$ cat src/rtl/ovl_pkg.sv
package ovl_pkg;
  localparam int OVL_ADDR_W = 32;
  localparam int OVL_REG_W  = 16;
  localparam int OVL_IDX_W  = 3;
  localparam int OVL_BLK_W  = 12;
  localparam logic [OVL_ADDR_W-1:0] OVL_RAM_BASE  = 32'hFFFF_0000;
  localparam logic [OVL_ADDR_W-1:0] OVL_FLASH_TOP = 32'h0004_0000;

  typedef struct packed {
    logic                 en;
    logic [OVL_IDX_W-1:0] blk;
  } ovl_cfg_t;
endpackage

$ cat src/rtl/ovl_rst_sync.sv
module ovl_rst_sync #(
  parameter int STAGES = 2
) (
  input  logic clk,
  input  logic arst_n,
  output logic srst_n
);
  logic [STAGES-1:0] sync_q;
  logic [STAGES-1:0] sync_d;

  always_comb sync_d = {sync_q[STAGES-2:0], 1'b1};

  always_ff @(posedge clk or negedge arst_n) begin
    if (!arst_n) sync_q <= '0;
    else         sync_q <= sync_d;
  end

  assign srst_n = sync_q[STAGES-1];
endmodule

$ cat src/rtl/ovl_ctrl_reg.sv
module ovl_ctrl_reg
  import ovl_pkg::*;
(
  input  logic     clk,
  input  logic     rst_n,
  input  logic     man_n,
  input  logic     clr,
  input  logic     wr,
  input  ovl_cfg_t wcfg,
  output ovl_cfg_t cfg
);
  ovl_cfg_t cfg_q;
  ovl_cfg_t cfg_d;
  logic     cfg_ld;

  // standby clear outranks a write; manual reset blocks writes only
  always_comb begin
    cfg_d  = cfg_q;
    cfg_ld = 1'b0;
    if (clr) begin
      cfg_d  = '0;
      cfg_ld = 1'b1;
    end else if (wr && man_n) begin
      cfg_d  = wcfg;
      cfg_ld = 1'b1;
    end
  end

  always_ff @(posedge clk or negedge rst_n) begin
    if (!rst_n)      cfg_q <= '0;
    else if (cfg_ld) cfg_q <= cfg_d;
  end

  assign cfg = cfg_q;
endmodule

$ cat src/rtl/ovl_remap.sv
module ovl_remap
  import ovl_pkg::*;
#(
  parameter int                ADDR_W    = OVL_ADDR_W,
  parameter int                BLK_W     = OVL_BLK_W,
  parameter int                IDX_W     = OVL_IDX_W,
  parameter logic [ADDR_W-1:0] RAM_BASE  = OVL_RAM_BASE,
  parameter logic [ADDR_W-1:0] FLASH_TOP = OVL_FLASH_TOP
) (
  input  logic              en,
  input  logic [IDX_W-1:0]  blk,
  input  logic              rom_en,
  input  logic [ADDR_W-1:0] addr,
  input  logic              acc_wr,
  output logic [ADDR_W-1:0] addr_out,
  output logic              protect,
  output logic              wr_reject
);
  localparam int HI_LSB = BLK_W + IDX_W;

  logic eff_en;
  logic in_low;
  logic hit;
  logic in_flash;

  always_comb begin
    eff_en    = en & rom_en;
    in_low    = (addr[ADDR_W-1:HI_LSB] == '0);
    hit       = eff_en && in_low && (addr[HI_LSB-1:BLK_W] == blk);
    addr_out  = hit ? {RAM_BASE[ADDR_W-1:BLK_W], addr[BLK_W-1:0]} : addr;
    in_flash  = (addr < FLASH_TOP);
    protect   = eff_en;
    wr_reject = acc_wr && eff_en && in_flash && !hit;
  end
endmodule

$ cat src/rtl/flash_ram_overlay.sv
module flash_ram_overlay
  import ovl_pkg::*;
#(
  parameter int                ADDR_W    = OVL_ADDR_W,
  parameter int                REG_W     = OVL_REG_W,
  parameter logic [ADDR_W-1:0] RAM_BASE  = OVL_RAM_BASE,
  parameter logic [ADDR_W-1:0] FLASH_TOP = OVL_FLASH_TOP
) (
  input  logic              clk,
  input  logic              rst_por_n,
  input  logic              rst_man_n,
  input  logic              hw_stby,
  input  logic              sw_stby,
  input  logic              rom_en,
  input  logic              reg_wr,
  input  logic [REG_W-1:0]  reg_wdata,
  output logic [REG_W-1:0]  reg_rdata,
  input  logic [ADDR_W-1:0] cpu_addr,
  input  logic              cpu_wr,
  output logic [ADDR_W-1:0] map_addr,
  output logic              fl_protect,
  output logic              fl_wr_reject
);
  localparam int CFG_W = OVL_IDX_W + 1;

  logic     rst_s_n;
  ovl_cfg_t wcfg;
  ovl_cfg_t cfg;
  logic     unused_rsvd;

  assign wcfg        = ovl_cfg_t'(reg_wdata[CFG_W-1:0]);
  assign unused_rsvd = &{1'b0, reg_wdata[REG_W-1:CFG_W]};

  ovl_rst_sync #(.STAGES(2)) rst_i (
    .clk    (clk),
    .arst_n (rst_por_n),
    .srst_n (rst_s_n)
  );

  ovl_ctrl_reg ctrl_i (
    .clk   (clk),
    .rst_n (rst_s_n),
    .man_n (rst_man_n),
    .clr   (hw_stby | sw_stby),
    .wr    (reg_wr),
    .wcfg  (wcfg),
    .cfg   (cfg)
  );

  ovl_remap #(
    .ADDR_W    (ADDR_W),
    .BLK_W     (OVL_BLK_W),
    .IDX_W     (OVL_IDX_W),
    .RAM_BASE  (RAM_BASE),
    .FLASH_TOP (FLASH_TOP)
  ) remap_i (
    .en        (cfg.en),
    .blk       (cfg.blk),
    .rom_en    (rom_en),
    .addr      (cpu_addr),
    .acc_wr    (cpu_wr),
    .addr_out  (map_addr),
    .protect   (fl_protect),
    .wr_reject (fl_wr_reject)
  );

  assign reg_rdata = {{(REG_W-CFG_W){1'b0}}, cfg};
endmodule

$ cat config.mk
export PLATFORM = sky130hd
export DESIGN_NAME = flash_ram_overlay
export DESIGN_NICKNAME = d
export VERILOG_FILES = /design/src/rtl/ovl_pkg.sv /design/src/rtl/ovl_rst_sync.sv /design/src/rtl/ovl_ctrl_reg.sv /design/src/rtl/ovl_remap.sv /design/src/rtl/flash_ram_overlay.sv
export SDC_FILE = /design/constraint.sdc
export NUM_CORES = 1
export LEC_CHECK = 0
export BUFFER_PORTS_ARGS = -buffer_cell sky130_fd_sc_hd__buf_4
export CAP_MARGIN = 15
export CORE_UTILIZATION = 30
export CTS_BUF_LIST = sky130_fd_sc_hd__clkbuf_8
export DETAILED_ROUTE_END_ITERATION = 7
export PLACE_DENSITY = 0.82
export RECOVER_POWER = 50
export SYNTH_ARGS = -nofsm -noshare
export SYNTH_HDL_FRONTEND = slang
export SYNTH_HIERARCHICAL = 1
export SYNTH_SLANG_ARGS = --single-unit
$ cat constraint.sdc
create_clock -name clk -period 1.6 [get_ports clk]
set_clock_uncertainty 0.1 [all_clocks]
set_input_delay 0.16 -clock clk [delete_from_list [all_inputs] [get_ports clk]]
set_output_delay 0.16 -clock clk [all_outputs]
set_load 0.05 [all_outputs]
==> impl_metrics.yaml, run 1 <==
global_route:
  grt_pass1_wl_um: 3194
  grt_max_degree: 11
  grt_usage_pct: 16.70
  grt_antenna_before_repair: 0
  grt_pass1_vias: 781
  overflow: 0
run:
  max_cap_violations: 0
sta:
  setup_ws_ns: -0.2551
  setup_viol: 20
  finalCritPeriodShare_pct: 115.9
  max_freq_mhz: 539.1
  finalHoldViolCount: 0
  min_period_ns: 1.855
  rsz0062_at_grt: "true"
  tns_ns: -4.447
  finalMaxSlewViolations: 0
finish:
  syn2layout_area_growth_pct: 93.05
  finalInstanceArea_sq_mm: 0.001355
  antenna_cells: 0
  nNetsFinal: 196
  multi_input_area_sq_um: 510.5
  ff_latch_area_sq_um: 155.1
  drive_gt1_share_pct: 71.01
  fillers: 185
power:
  p_sw_share_pct: 38.64
  p_int_mw: 0.4659
  power_frac_clock_pct: 29.6
  power_leakage_nw: 0.6384
  power_switching_mw: 0.2935
  power_mw: 0.7594
  peakVddDrop_v: 0.0004993
  share_seq_of_total_power_pct: 21.1
  comb_power_share_pct: 49.3
  power.density_mw_per_mm2: 560.4
clocking:
  clock_latency_ns: 0.22
  clkSinkCount: 6
  cts_tree: "built"
  clk_path_buf_depth: 2
  cts-root-buf: "clkbuf_8"
  cts-buffers-inserted: 3
  ctsHtreeMaxLevel: 1
  clk_pin_slew_ns: 0.04
route:
  first_pass_iters: 3
  avgViaCountPerCell: 4.602
  finalWirelength_um: 2176
  wire_per_inst_um: 13.11
  drt_iter0_drc: 7
  dr_total_vias: 764
  antenna_left: 0
  drc: 0
critical_path:
  arrival_ns: 1.60
  critPathKind: "reg -> out"
  r2r_start: "ctrl_i/cfg[2]"
  cp-end-kind: "output pin"
  cp.required_ns: 1.34
  crit_path_start_kind: "register"
  startpoint: "ctrl_i/cfg[2]"
  worst-path-max-fanout: 5
logic_synthesis:
  yosys_warnings: 6
  netlist_area_sq_um: 701.9
  syn_avg_cell_area_sq_um: 8.356
  ys_types: 20
  synth_seq_cells: 6
  synth_cells: 84
  ys_seq_area_share_pct: 21.39
floorplan:
  row_count: 17
  initial_core_util_pct: 31.73
  dieArea_sq_mm: 0.002537
  die_y_um: 50.37
  coreArea_sq_mm: 0.002212
  ios: 106
  fp.dieW_um: 50.37
place:
  io_buffers: 57
  gp_congestion: 0.6314
  dpl_cell_area_sq_mm: 0.001114
  hpwl_um: 1566
outcome:
  status: "complete, but fails checks"
  violations: "negative setup slack"
worst_hold_path:
  hold_start: "reg_wdata[1]"
  hold_path.class: "in -> reg"
-- cell families (layout without fill, tap and decap cells) --
kind of cell	after synthesis	count (layout)	synth area share (%)
buf+inv	32	75	31.91
simple gates	14	14	13.01
compound gates	27	27	28.88
xor+xnor	3	3	3.744
other cells	2	13	1.070
flops	6	6	21.39
-- cells in the mapped netlist --
master,count,area (sq um)
conb_1,2,7.510
nand4_1,2,12.51
inv_1,1,3.750
nor4_1,3,18.77
clkbuf_1,1,3.750
nor3b_2,1,12.51
nor4bb_1,1,10.01
o21a_1,3,22.52
dfrtp_1,6,150.1
or2_1,1,6.260
xnor2_1,3,26.28
and2_1,1,6.260
buf_6,1,11.26
buf_2,5,25.02
o21bai_1,16,120.1
nor3_1,1,5.000
a21oi_1,4,20.02
buf_4,24,180.2
a21bo_1,4,40.04
nand3_1,4,20.02
-- metal layers --
layer	wire length (um)	vias up	GRT usage [%]	share of wire, %
met4	27	0	9.259	1.2
met3	194	2	1.818	8.9
met2	1294	42	35.33	59
met5	0	-	0	0
met1	660	359	14.55	30
li1	-	361	-	-
-- registers in the layout, summed over array words and instances, names as in the netlist --
name / flops
ctrl_i/cfg: 4
rst_i/sync_q: 2
-- placed cells by master (no fill, tap or decap) --
master	count
nor4_1	3
and2_1	1
a21bo_1	4
buf_8	3
dfrtp_2	4
buf_4	51
nor3_1	1
o21bai_4	3
nand3_1	4
clkbuf_1	1
clkbuf_8	3
o21bai_2	13
dfrtp_1	2
nor4bb_4	1
xnor2_1	1
conb_1	13
dlygate4sd3_1	2
nor3b_4	1
a21oi_1	4
inv_1	1
nand4_1	2
xnor2_2	2
o21a_4	3
buf_6	14
or2_1	1
-- critical path: stages, from the launching register on --
cell     delay, ns
dfrtp_2       0.41
xnor2_1       0.19
nand4_1       0.11
buf_4         0.18
buf_4         0.15
o21a_4        0.19
buf_8         0.14
-- worst paths after layout --
check	endpoint	slack [ns]	depth (start not counted)
max in group asynchronous	ctrl_i/cfg[0]	0.72	1
hold reg to reg	rst_i/sync_q[1]	0.26	0
min in group asynchronous	rst_i/sync_q[1]	0.16	2
setup / recovery	map_addr[13]	-0.26	6
hold / removal	ctrl_i/cfg[1]	0.10	3
setup reg to reg	ctrl_i/cfg[2]	0.61	3
-- through the flow --
step | hold slack, ns | cells | util, % | worst slack [ns]
after floorplan | -0.2356 | 95 | - | -0.2336
after global placement | -0.1570 | 155 | 50.34 | -0.05326
after detailed placement | -0.1534 | 155 | 50.34 | -0.06980
after CTS | 0.09487 | 164 | 58.31 | -0.2083
after global routing | 0.1144 | 166 | 61.26 | -0.3338
final | 0.1028 | 166 | 61.26 | -0.2551
-- cell type report --
class | count | area share [%]
inverter | 1 | 0.2770
multi-input combinational | 57 | 37.67
timing repair buffer | 71 | 44.97
clock buffer | 3 | 3.047
tap | 28 | 2.585
sequential | 6 | 11.45
-- power by group through the flow --
stage,logic (mW),clock network (mW),registers [mW]
2_1_floorplan,0.319,0,0.170
3_3_place_gp,0.329,0,0.163
3_5_place_dp,0.334,0,0.164
4_1_cts,0.361,0.234,0.160
5_1_grt,0.390,0.239,0.161
6_report,0.374,0.225,0.160
-- what timing repair did --
item	CTS	global route
hold buffers	2	0
endpoints found under the setup margin	20	20
pin swaps	5	3
cloned	1	1
hold endpoints to repair	6	0
gates resized for setup	20	12
setup buffers	3	1
(Power assumes the default switching activity.)
==> run 2, diff against run 1 <==
--- a/config.mk
+++ b/config.mk
@@ -5,12 +5,11 @@
 export SDC_FILE = /design/constraint.sdc
 export NUM_CORES = 1
 export LEC_CHECK = 0
-export BUFFER_PORTS_ARGS = -buffer_cell sky130_fd_sc_hd__buf_4
 export CAP_MARGIN = 15
-export CORE_UTILIZATION = 30
+export CORE_UTILIZATION = 35
 export CTS_BUF_LIST = sky130_fd_sc_hd__clkbuf_8
 export DETAILED_ROUTE_END_ITERATION = 7
-export PLACE_DENSITY = 0.82
+export DONT_BUFFER_PORTS = 1
 export RECOVER_POWER = 50
 export SYNTH_ARGS = -nofsm -noshare
 export SYNTH_HDL_FRONTEND = slang
==> impl_metrics.yaml, run 2 (synthesis results as in run 1) <==
sta:
  finalHoldViolCount: 0
  setup_ws_ns: -0.2130
  rsz0062_at_grt: "true"
  finalMaxSlewViolations: 0
  min_period_ns: 1.813
  setup_viol: 20
  finalCritPeriodShare_pct: 113.3
  max_freq_mhz: 551.6
outcome:
  violations: "negative setup slack"
  status: "complete, but fails checks"
global_route:
  grt_max_degree: 21
  grt_antenna_before_repair: 0
  grt_pass1_vias: 605
  grt_pass1_wl_um: 2380
  overflow: 0
  grt_usage_pct: 15.12
route:
  wire_per_inst_um: 14.86
  drc: 0
  drt_iter0_drc: 1
  antenna_left: 0
  first_pass_iters: 2
  avgViaCountPerCell: 4.898
  finalWirelength_um: 1902
  dr_total_vias: 627
floorplan:
  coreArea_sq_mm: 0.001802
  row_count: 15
  fp.dieW_um: 46.78
  initial_core_util_pct: 38.96
  dieArea_sq_mm: 0.002188
  ios: 106
  die_y_um: 46.78
clocking:
  clock_latency_ns: 0.21
  ctsHtreeMaxLevel: 1
  cts-buffers-inserted: 3
  cts-root-buf: "clkbuf_8"
  clk_path_buf_depth: 2
  clk_pin_slew_ns: 0.04
  cts_tree: "built"
  clkSinkCount: 6
critical_path:
  crit_path_start_kind: "register"
  worst-path-max-fanout: 16
  critPathKind: "reg -> out"
  cp.required_ns: 1.34
  cp-end-kind: "output pin"
  arrival_ns: 1.55
power:
  power_frac_clock_pct: 33.1
  power_mw: 0.6761
  peakVddDrop_v: 0.0008337
  share_seq_of_total_power_pct: 23.6
  power.density_mw_per_mm2: 606.5
  power_switching_mw: 0.2585
  comb_power_share_pct: 43.3
  power_leakage_nw: 0.4811
  p_int_mw: 0.4177
  p_sw_share_pct: 38.23
finish:
  final_common_cell: "buf_6"
  drive_gt1_share_pct: 56.31
  syn2layout_area_growth_pct: 58.82
  layoutNonFillerInstCount: 128
  nNetsFinal: 160
  mostFrequentLayoutCells: "buf_6 (19), o21bai_2 (15), conb_1 (13)"
  largest_reg_flops: 4
  antenna_cells: 0
place:
  placedCellCount: 114
  hpwl_um: 1332
  io_buffers: 0
  gp_congestion: 0.7136
worst_hold_path:
  hold_path.class: "in -> reg"
run:
  max_cap_violations: 0
[run 2: cell types whose count changed in the layout (fill, tap and decap cells not counted), sizes merged]
cell and delta:
buf -40, dlygate4sd3 +4, inv +1
[run 2: what timing repair did]
action	4_1_cts	5_1_grt
hold buffers	6	0
hold endpoints to repair	9	0
pin swaps	2	2
cloned	0	2
endpoints found under the setup margin	20	20
setup buffers	1	1
resized for setup	22	2
[run 2: critical path: stages (launching register included)]
cell      delay, ns
dfrtp_2        0.41
xnor2_2        0.15
nand4_1        0.20
buf_6          0.23
o21bai_2       0.16
buf_6          0.18
[run 2: stage by stage]
step | hold slack, ns | utilization [%] | TNS (ns) | area [sq um] | setup WS (ns)
floorplan | -0.2356 | - | -3.714 | 828.3 | -0.2336
global placement | -0.2355 | 47.15 | -0.01463 | 849.6 | -0.009202
detailed placement | -0.2355 | 47.15 | -0.1364 | 849.6 | -0.03720
CTS | 0.001133 | 58.82 | -3.673 | 1060 | -0.2122
global route | 0.02650 | 61.88 | -5.426 | 1115 | -0.3127
finish | 0.001007 | 61.88 | -3.536 | 1115 | -0.2130
[run 2: per-layer routing]
metal / GRT usage [%] / vias to the layer above / wire length, um
li1: - / 290 / -
met2: 31.39 / 43 / 1103
met5: 0 / - / 0
met4: 3.429 / 0 / 6
met1: 13.03 / 292 / 586
met3: 6.154 / 2 / 206
[run 2: final timing paths]
kind	startpoint	to	slack (ns)	cells past startpoint
max	ctrl_i/cfg[1]	map_addr[30]	-0.21	5
min	rst_man_n	ctrl_i/cfg[3]	0.001	2
max reg2reg	ctrl_i/cfg[1]	ctrl_i/cfg[1]	0.45	3
min reg2reg	rst_i/sync_q[0]	rst_i/sync_q[1]	0.25	0
max in group asynchronous	rst_i/sync_q[1]	ctrl_i/cfg[3]	0.71	1
min in group asynchronous	rst_por_n	rst_i/sync_q[1]	0.08	1
[run 2: power groups by stage]
stage / logic, mW / registers, mW / clock network [mW]
2_1_floorplan: 0.319 / 0.170 / 0
3_3_place_gp: 0.252 / 0.163 / 0
3_5_place_dp: 0.255 / 0.163 / 0
4_1_cts: 0.289 / 0.159 / 0.232
5_1_grt: 0.304 / 0.160 / 0.246
6_report: 0.293 / 0.160 / 0.224
[run 2: final cells by class]
class | count | area, sq um
Clock buffer | 3 | 41.29
Multi-Input combinational cell | 57 | 488.0
Sequential cell | 6 | 155.1
Clock inverter | 1 | 3.754
Inverter | 1 | 3.754
Timing Repair Buffer | 35 | 391.6
Fill cell | 151 | 686.9
Tap cell | 25 | 31.28
